## src/rtl/asp_pkg.sv

```systemverilog
package asp_pkg;
    typedef enum logic [2:0] {
        TX_IDLE, TX_START, TX_DATA, TX_PARITY, TX_STOP
    } tx_state_e;

    typedef enum logic [2:0] {
        RX_IDLE, RX_START, RX_DATA, RX_PARITY, RX_STOP, RX_HOLD
    } rx_state_e;

    localparam logic [1:0] SEL_DATA = 2'd0;
    localparam logic [1:0] SEL_CTRL = 2'd1;
    localparam logic [1:0] SEL_DIV  = 2'd2;

    localparam int CB_ODD    = 0;
    localparam int CB_PAREN  = 1;
    localparam int CB_TXINV  = 2;
    localparam int CB_RXINV  = 3;
    localparam int CB_TIE    = 4;
    localparam int CB_RIE    = 5;
    localparam int CB_ERRCLR = 6;
    localparam int CB_BREAK  = 14;
endpackage

```

## src/rtl/asp_tick.sv

```systemverilog
module asp_tick #(
    parameter int DIV_W = 16
) (
    input  logic             clk,
    input  logic             rst_n,
    input  logic             restart,
    input  logic [DIV_W-1:0] div,
    output logic             tick
);
    logic [DIV_W-1:0] cnt_q;

    assign tick = (cnt_q >= div);

    always_ff @(posedge clk or negedge rst_n) begin
        if (!rst_n)
            cnt_q <= '0;
        else if (restart || tick)
            cnt_q <= '0;
        else
            cnt_q <= cnt_q + 1'b1;
    end


    tick_range_chk: assert property (@(posedge clk) disable iff (!rst_n)
        cnt_q <= div);
endmodule

```

## src/rtl/asp_tx.sv

```systemverilog
module asp_tx
    import asp_pkg::*;
#(
    parameter int DATA_W = 8,
    parameter int OVS    = 16
) (
    input  logic              clk,
    input  logic              rst_n,
    input  logic              tick,
    input  logic              buf_full,
    input  logic [DATA_W-1:0] buf_data,
    input  logic              par_en,
    input  logic              odd,
    output logic              load,
    output logic              line_bit
);
    localparam int CW = $clog2(OVS);
    localparam int BW = $clog2(DATA_W);

    tx_state_e         state_q, state_d;
    logic [CW-1:0]     cnt_q;
    logic [BW-1:0]     idx_q;
    logic [DATA_W-1:0] shreg_q;
    logic              par_q;
    logic              bit_end;

    assign load    = (state_q == TX_IDLE) && buf_full;
    assign bit_end = tick && (cnt_q == CW'(OVS - 1));

    always_comb begin
        state_d = state_q;
        unique case (state_q)
            TX_IDLE:   if (load) state_d = TX_START;
            TX_START:  if (bit_end) state_d = TX_DATA;
            TX_DATA:   if (bit_end && idx_q == BW'(DATA_W - 1))
                           state_d = par_en ? TX_PARITY : TX_STOP;
            TX_PARITY: if (bit_end) state_d = TX_STOP;
            TX_STOP:   if (bit_end) state_d = TX_IDLE;
            default:   state_d = TX_IDLE;
        endcase
    end

    always_ff @(posedge clk or negedge rst_n) begin
        if (!rst_n) begin
            state_q <= TX_IDLE;
            cnt_q   <= '0;
            idx_q   <= '0;
            shreg_q <= '0;
            par_q   <= 1'b0;
        end else begin
            state_q <= state_d;
            if (state_q != state_d || bit_end)
                cnt_q <= '0;
            else if (tick)
                cnt_q <= cnt_q + 1'b1;
            if (load) begin
                shreg_q <= buf_data;
                par_q   <= (^buf_data) ^ odd;
                idx_q   <= '0;
            end else if (state_q == TX_DATA && bit_end) begin
                shreg_q <= shreg_q >> 1;
                idx_q   <= idx_q + 1'b1;
            end
        end
    end

    always_comb begin
        unique case (state_q)
            TX_START:  line_bit = 1'b0;
            TX_DATA:   line_bit = shreg_q[0];
            TX_PARITY: line_bit = par_q;
            default:   line_bit = 1'b1;
        endcase
    end


    tx_idle_mark_chk: assert property (@(posedge clk) disable iff (!rst_n)
        (state_q == TX_IDLE && !buf_full) |=> line_bit);
endmodule

```

## src/rtl/asp_rx.sv

```systemverilog
module asp_rx
    import asp_pkg::*;
#(
    parameter int DATA_W = 8,
    parameter int OVS    = 16
) (
    input  logic              clk,
    input  logic              rst_n,
    input  logic              tick,
    input  logic              line,
    input  logic              par_en,
    input  logic              odd,
    output logic              done,
    output logic [DATA_W-1:0] data,
    output logic              perr,
    output logic              ferr
);
    localparam int CW   = $clog2(OVS);
    localparam int BW   = $clog2(DATA_W);
    localparam int HALF = OVS / 2;

    rx_state_e         state_q, state_d;
    logic [CW-1:0]     cnt_q;
    logic [BW-1:0]     idx_q;
    logic [DATA_W-1:0] shreg_q;
    logic              par_q;
    logic              bit_end;

    assign bit_end = tick && (cnt_q == CW'(OVS - 1));
    assign data    = shreg_q;

    always_comb begin
        state_d = state_q;
        unique case (state_q)
            RX_IDLE:   if (tick && !line) state_d = RX_START;
            RX_START:  if (tick && cnt_q == CW'(HALF - 1))
                           state_d = line ? RX_IDLE : RX_DATA;
            RX_DATA:   if (bit_end && idx_q == BW'(DATA_W - 1))
                           state_d = par_en ? RX_PARITY : RX_STOP;
            RX_PARITY: if (bit_end) state_d = RX_STOP;
            RX_STOP:   if (bit_end) state_d = line ? RX_IDLE : RX_HOLD;
            RX_HOLD:   if (tick && line) state_d = RX_IDLE;
            default:   state_d = RX_IDLE;
        endcase
    end

    always_ff @(posedge clk or negedge rst_n) begin
        if (!rst_n) begin
            state_q <= RX_IDLE;
            cnt_q   <= '0;
            idx_q   <= '0;
            shreg_q <= '0;
            par_q   <= 1'b0;
            done    <= 1'b0;
            perr    <= 1'b0;
            ferr    <= 1'b0;
        end else begin
            state_q <= state_d;
            done    <= 1'b0;
            if (state_q != state_d || bit_end)
                cnt_q <= '0;
            else if (tick)
                cnt_q <= cnt_q + 1'b1;
            unique case (state_q)
                RX_IDLE: idx_q <= '0;
                RX_DATA: if (bit_end) begin
                    shreg_q <= {line, shreg_q[DATA_W-1:1]};
                    idx_q   <= idx_q + 1'b1;
                end
                RX_PARITY: if (bit_end) par_q <= line;
                RX_STOP: if (bit_end) begin
                    done <= 1'b1;
                    ferr <= !line;
                    perr <= par_en && (((^shreg_q) ^ odd) != par_q);
                end
                default: ;
            endcase
        end
    end


    rx_hold_entry_chk: assert property (@(posedge clk) disable iff (!rst_n)
        (state_q == RX_HOLD && $past(state_q) != RX_HOLD) |-> (done && ferr));
endmodule

```

## src/rtl/async_serial_port.sv

```systemverilog
module async_serial_port
    import asp_pkg::*;
#(
    parameter int             DATA_W    = 8,
    parameter int             DIV_W     = 16,
    parameter int             OVS       = 16,
    parameter logic [15:0]    RESET_DIV = 16'h000F
) (
    input  logic        clk,
    input  logic        rst_n,
    input  logic [1:0]  reg_sel,
    input  logic        wr_en,
    input  logic        rd_en,
    input  logic [15:0] wr_data,
    output logic [15:0] rd_data,
    input  logic        rx_line,
    output logic        tx_line,
    output logic        irq
);
    localparam int REG_W = 16;

    logic              odd_q, par_en_q, tx_inv_q, rx_inv_q, tie_q, rie_q, brk_q;
    logic [DIV_W-1:0]  div_q;
    logic [DATA_W-1:0] tx_buf_q, rx_buf_q;
    logic              tbe_q, rbf_q, pe_q, fe_q, oe_q;
    logic [1:0]        sync_q;
    logic              raw_in, rx_in;
    logic              tick, tx_load, tx_bit;
    logic              rx_done, rx_perr, rx_ferr;
    logic [DATA_W-1:0] rx_byte;
    logic              wr_data_sel, wr_ctrl_sel, wr_div_sel, rd_data_sel, err_clr;
    logic [REG_W-1:0]  status;

    assign wr_data_sel = wr_en && reg_sel == SEL_DATA;
    assign wr_ctrl_sel = wr_en && reg_sel == SEL_CTRL;
    assign wr_div_sel  = wr_en && reg_sel == SEL_DIV;
    assign rd_data_sel = rd_en && reg_sel == SEL_DATA;
    assign err_clr     = wr_ctrl_sel && wr_data[CB_ERRCLR];

    assign raw_in = sync_q[1];
    assign rx_in  = raw_in ^ rx_inv_q;

    asp_tick #(.DIV_W(DIV_W)) u_tick (
        .clk(clk), .rst_n(rst_n), .restart(wr_div_sel), .div(div_q), .tick(tick)
    );

    asp_tx #(.DATA_W(DATA_W), .OVS(OVS)) u_tx (
        .clk(clk), .rst_n(rst_n), .tick(tick), .buf_full(!tbe_q),
        .buf_data(tx_buf_q), .par_en(par_en_q), .odd(odd_q),
        .load(tx_load), .line_bit(tx_bit)
    );

    asp_rx #(.DATA_W(DATA_W), .OVS(OVS)) u_rx (
        .clk(clk), .rst_n(rst_n), .tick(tick), .line(rx_in),
        .par_en(par_en_q), .odd(odd_q), .done(rx_done), .data(rx_byte),
        .perr(rx_perr), .ferr(rx_ferr)
    );

    always_ff @(posedge clk or negedge rst_n) begin
        if (!rst_n) begin
            {odd_q, par_en_q, tx_inv_q, rx_inv_q, tie_q, rie_q, brk_q} <= '0;
            div_q    <= DIV_W'(RESET_DIV);
            tx_buf_q <= '0;
            tbe_q    <= 1'b1;
            rx_buf_q <= '0;
            rbf_q    <= 1'b0;
            pe_q     <= 1'b0;
            fe_q     <= 1'b0;
            oe_q     <= 1'b0;
            sync_q   <= 2'b11;
        end else begin
            sync_q <= {sync_q[0], rx_line};
            if (wr_ctrl_sel) begin
                odd_q    <= wr_data[CB_ODD];
                par_en_q <= wr_data[CB_PAREN];
                tx_inv_q <= wr_data[CB_TXINV];
                rx_inv_q <= wr_data[CB_RXINV];
                tie_q    <= wr_data[CB_TIE];
                rie_q    <= wr_data[CB_RIE];
                brk_q    <= wr_data[CB_BREAK];
            end
            if (wr_div_sel)
                div_q <= wr_data[DIV_W-1:0];
            if (wr_data_sel) begin
                tx_buf_q <= wr_data[DATA_W-1:0];
                tbe_q    <= 1'b0;
            end else if (tx_load) begin
                tbe_q <= 1'b1;
            end
            if (rx_done && !rbf_q) begin
                rx_buf_q <= rx_byte;
                rbf_q    <= 1'b1;
            end else if (rd_data_sel) begin
                rbf_q <= 1'b0;
            end
            pe_q <= (pe_q && !err_clr) || (rx_done && rx_perr);
            fe_q <= (fe_q && !err_clr) || (rx_done && rx_ferr);
            oe_q <= (oe_q && !err_clr) || (rx_done && rbf_q);
        end
    end

    assign status = {pe_q | fe_q | oe_q, brk_q, raw_in, 1'b0, oe_q, fe_q, pe_q,
                     tbe_q, rbf_q, 2'b00, tie_q, rx_inv_q, tx_inv_q, par_en_q, odd_q};

    always_comb begin
        unique case (reg_sel)
            SEL_DATA: rd_data = REG_W'(rx_buf_q);
            SEL_CTRL: rd_data = status;
            SEL_DIV:  rd_data = REG_W'(div_q);
            default:  rd_data = '0;
        endcase
    end

    assign tx_line = (brk_q ? 1'b0 : tx_bit) ^ tx_inv_q;
    assign irq     = (rie_q && rbf_q) || (tie_q && tbe_q);


    brk_line_chk: assert property (@(posedge clk) disable iff (!rst_n)
        brk_q |-> (tx_line == tx_inv_q));

    tbe_fall_chk: assert property (@(posedge clk) disable iff (!rst_n)
        $fell(tbe_q) |-> $past(wr_en && reg_sel == SEL_DATA));

    rbf_rise_chk: assert property (@(posedge clk) disable iff (!rst_n)
        $rose(rbf_q) |-> $past(rx_done));

    ovr_rise_chk: assert property (@(posedge clk) disable iff (!rst_n)
        $rose(oe_q) |-> $past(rbf_q && rx_done));

    irq_src_chk: assert property (@(posedge clk) disable iff (!rst_n)
        irq |-> (rbf_q || tbe_q));
endmodule

```

## config.mk

```make
export PLATFORM = sky130hd
export DESIGN_NAME = async_serial_port
export DESIGN_NICKNAME = d
export VERILOG_FILES = /design/src/rtl/asp_pkg.sv /design/src/rtl/asp_tick.sv /design/src/rtl/asp_tx.sv /design/src/rtl/asp_rx.sv /design/src/rtl/async_serial_port.sv
export SDC_FILE = /design/constraint.sdc
export NUM_CORES = 1
export LEC_CHECK = 0
export ABC_CLOCK_PERIOD_IN_PS = 3200
export BUFFER_PORTS_ARGS = -buffer_cell sky130_fd_sc_hd__buf_2
export CAP_MARGIN = 25
export CORE_MARGIN = 2
export CORE_UTILIZATION = 31
export DETAILED_ROUTE_END_ITERATION = 10
export SLEW_MARGIN = 20
export SYNTH_ARGS = -nofsm -noshare
export SYNTH_HDL_FRONTEND = slang
export SYNTH_HIERARCHICAL = 1
export SYNTH_SLANG_ARGS = --single-unit
```

## constraint.sdc

```tcl
create_clock -name clk -period 3.2 [get_ports clk]
set_input_delay 0.16 -clock clk [delete_from_list [all_inputs] [get_ports clk]]
set_output_delay 0.16 -clock clk [all_outputs]
set_load 0.005 [all_outputs]
```

==> flow_summary.ini <==
[status]
outcome = complete, no violations

[finish]
n_antenna_cell = 0
post-route-util_pct = 36.10
layout.nets = 579
mostFrequentLayoutCells = dfrtp_1, nor2_1, mux2_2
area_growth_pct = 14.11
final_common_cell = dfrtp_1
layout-drive-gt1-share_pct = 23.61

[yosys]
ys_warn_count = 6
synthFlopType = dfrtp_1
yosys.area.top_type = dfrtp_1
avgSynthCellArea_um2 = 11.15
syn_area_um2 = 5453
synth_top_area_share_pct = 44.06
postSynthCellCount = 489
ys_types = 63
synth_nets = 535
ys_top_cells_by_area = dfrtp_1, mux2_2, ha_1
seq_area_frac_synth_pct = 47.43
synthArstFlopShare_pct = 100.0
ys_seq_elements = 103
synth_edf_count = 0

[route]
route.detailed.drc = 0
highest_layer = met4
drt_wl_total_um = 12500
drt_iter0_markers = 225
met1_length_um = 5731
viasPerCell = 5.007
dr.pass1.iters = 4
wl_met3_um = 582
routedWlPerCell_um = 16.39
vias = 3820
postRouteAntennaNets = 0
wl_met2_um = 6000

[timing]
slew_headroom_pct = 41.64
finalClockSkew_ns = 0.01020
drv_slew = 0
min_period_ns = 2.999
fin_crit_sh_pct = 93.71
setup_viol = 0
timing.fmax_mhz = 333.5
worst_pin_slew_ns = 0.8753
setup_tns_ns = 0
hold_ws_ns = 0.04912
hold_viol_final = 0
grt_setup_unrepaired = false

[clocking]
htree_levels = 3
cts_sinks = 103
clk_pin_slew_ns = 0.07
clock-root-buffer = clkbuf_16
cts_buffers = 9
cts-resized-gates = 0
post_cts_buffers = 0
cts.path.max_buffers = 2
cts_tree = yes
clk_latency_ns = 0.35

[grt]
grt_pass1_wl_um = 20680
antenna_found_initial = 0
grt-ovfl-total = 0
grt_start_max_net_pins = 68
grt_pass1_vias = 4036
grtUsageTotal_pct = 14.25

[setup_path]
end_kind = flip-flop
crit_path_start_kind = flip-flop
cp_max_fo = 15
slowest_stage = dfrtp_1
crit_arrival_ns = 3.23
cp.required_ns = 3.43
slowest_delay_ns = 0.41
cp_cell_sequence = ha_1 -> and4_1 -> nand4_1 -> nor4_1 -> nor2_1 -> nand2_1 -> buf_12 -> nand4_4 -> nand2b_1 -> nor2_4 -> mux2_2
crit_type = flip-flop to flip-flop

[hold_path]
min_path_type = input pin to flip-flop

[floorplanning]
core_um2 = 17240
boundaryPins = 41
initial_core_util_pct = 31.63
num_rows = 48
dieArea_um2 = 18670
die_h_um = 136.6
fp.dieW_um = 136.6

[pwr]
p_total_mw = 3.254
leakage_nw = 2.984
powerDensity_nw_per_um2 = 522.9
ir_drop_v = 0.0002810

[placement]
dp.final_hpwl_um = 9047
io_buffers = 40
routabilityCongestion = 0.7731

[run]
drv_cap = 0
==> cell usage after synthesis (3+ instances only) <==
master and instances:
dfstp_2 7, a22oi_1 3, nor3_1 4, mux2i_1 14, mux2_1 7, o21ai_0 9
o2bb2ai_1 6, ha_1 23, and3_1 3, a21o_1 3, nand2_1 32, nand4_1 11
nand3_1 18, buf_2 12, mux2_2 42, inv_1 25, xor2_1 14, xnor2_1 23
a22o_1 16, dfrtp_1 96, a21oi_1 13, or3_1 5, nand2b_1 6, nor2b_1 5
nor2_1 42
==> sequential cells by signal, indices dropped and copies added (netlist names), 2 cells and up <==
name,flops
div_q,16
u_tick/cnt_q,16
rx_buf_q,8
tx_buf_q,8
u_rx/data,8
u_tx/shreg_q,8
u_rx/cnt_q,4
u_tx/cnt_q,4
u_rx/idx_q,3
u_rx/state_q,3
u_tx/idx_q,3
u_tx/state_q,3
sync_q,2
==> metal layers <==
layer	track usage [%]	up-vias
met5	0	-
met4	4.514	0
met3	3.333	14
met2	23.69	83
met1	18.30	1902
li1	-	1821
==> through the flow <==
step	area (um2)	std cells	setup WS, ns
2_1_floorplan	5453	489	0.4099
3_3_place_gp	5907	744	0.3371
3_5_place_dp	5907	744	0.2491
4_1_cts	6222	763	0.2276
5_1_grt	6222	763	0.02452
6_report	6222	763	0.2013
==> layout make-up <==
class | count | area (um2)
Clock inverter | 4 | 28.78
Inverter | 26 | 97.59
Clock buffer | 12 | 256.5
Timing Repair Buffer | 52 | 312.8
Fill cell | 1677 | 11010
Multi-Input combinational cell | 341 | 2659
Tap cell | 225 | 281.5
Sequential cell | 103 | 2586
==> worst paths after layout <==
path                                             from                       end  slack (ns)  depth (start not counted)
setup / recovery           u_tick/cnt_q[13]$_DFF_PN0_  u_rx/data[2]$_DFFE_PN0P_        0.20                         11
hold / removal                             wr_data[8]      div_q[8]$_DFFE_PN0P_        0.05                          2
setup reg to reg           u_tick/cnt_q[13]$_DFF_PN0_  u_rx/data[2]$_DFFE_PN0P_        0.20                         11
hold reg to reg                   sync_q[0]$_DFF_PN1_       sync_q[1]$_DFF_PN1_        0.38                          0
max in group asynchronous                       rst_n       sync_q[1]$_DFF_PN1_        1.88                          3
min in group asynchronous                       rst_n      div_q[9]$_DFFE_PN0P_        0.45                          2
==> critical path: cells and delay by family, from the launching register on <==
family                     cells  cell delay (ns)
muxes                          1             0.37
and+or+nand+nor                8             1.65
adders and majority gates      1             0.30
DFF                            1             0.41
buffers and inverters          1             0.16
==> logic make-up (layout without fill, tap and decap cells) <==
kind of cell | after synthesis | count (layout) | share of synthesized area (%)
compound gates | 68 | 68 | 9.454
simple gates | 148 | 148 | 14.57
buf+inv | 45 | 94 | 3.809
mux | 63 | 63 | 12.69
fa+ha+maj | 23 | 23 | 5.278
flops | 103 | 103 | 47.43
xor+xnor | 39 | 39 | 6.769
==> power breakdown <==
part	total, mW	switching (mW)	internal [mW]
Combinational	0.571	0.279	0.293
Sequential	1.63	0.167	1.46
Clock	1.05	0.480	0.572
Total	3.25	0.926	2.33
==> repair_timing <==
| item | CTS | global route |
|---|---|---|
| endpoints found under the hold margin | 62 | 0 |
| hold buffers | 3 | 0 |
| endpoints found under the setup margin | 0 | 0 |
(Power assumes the default switching activity.)
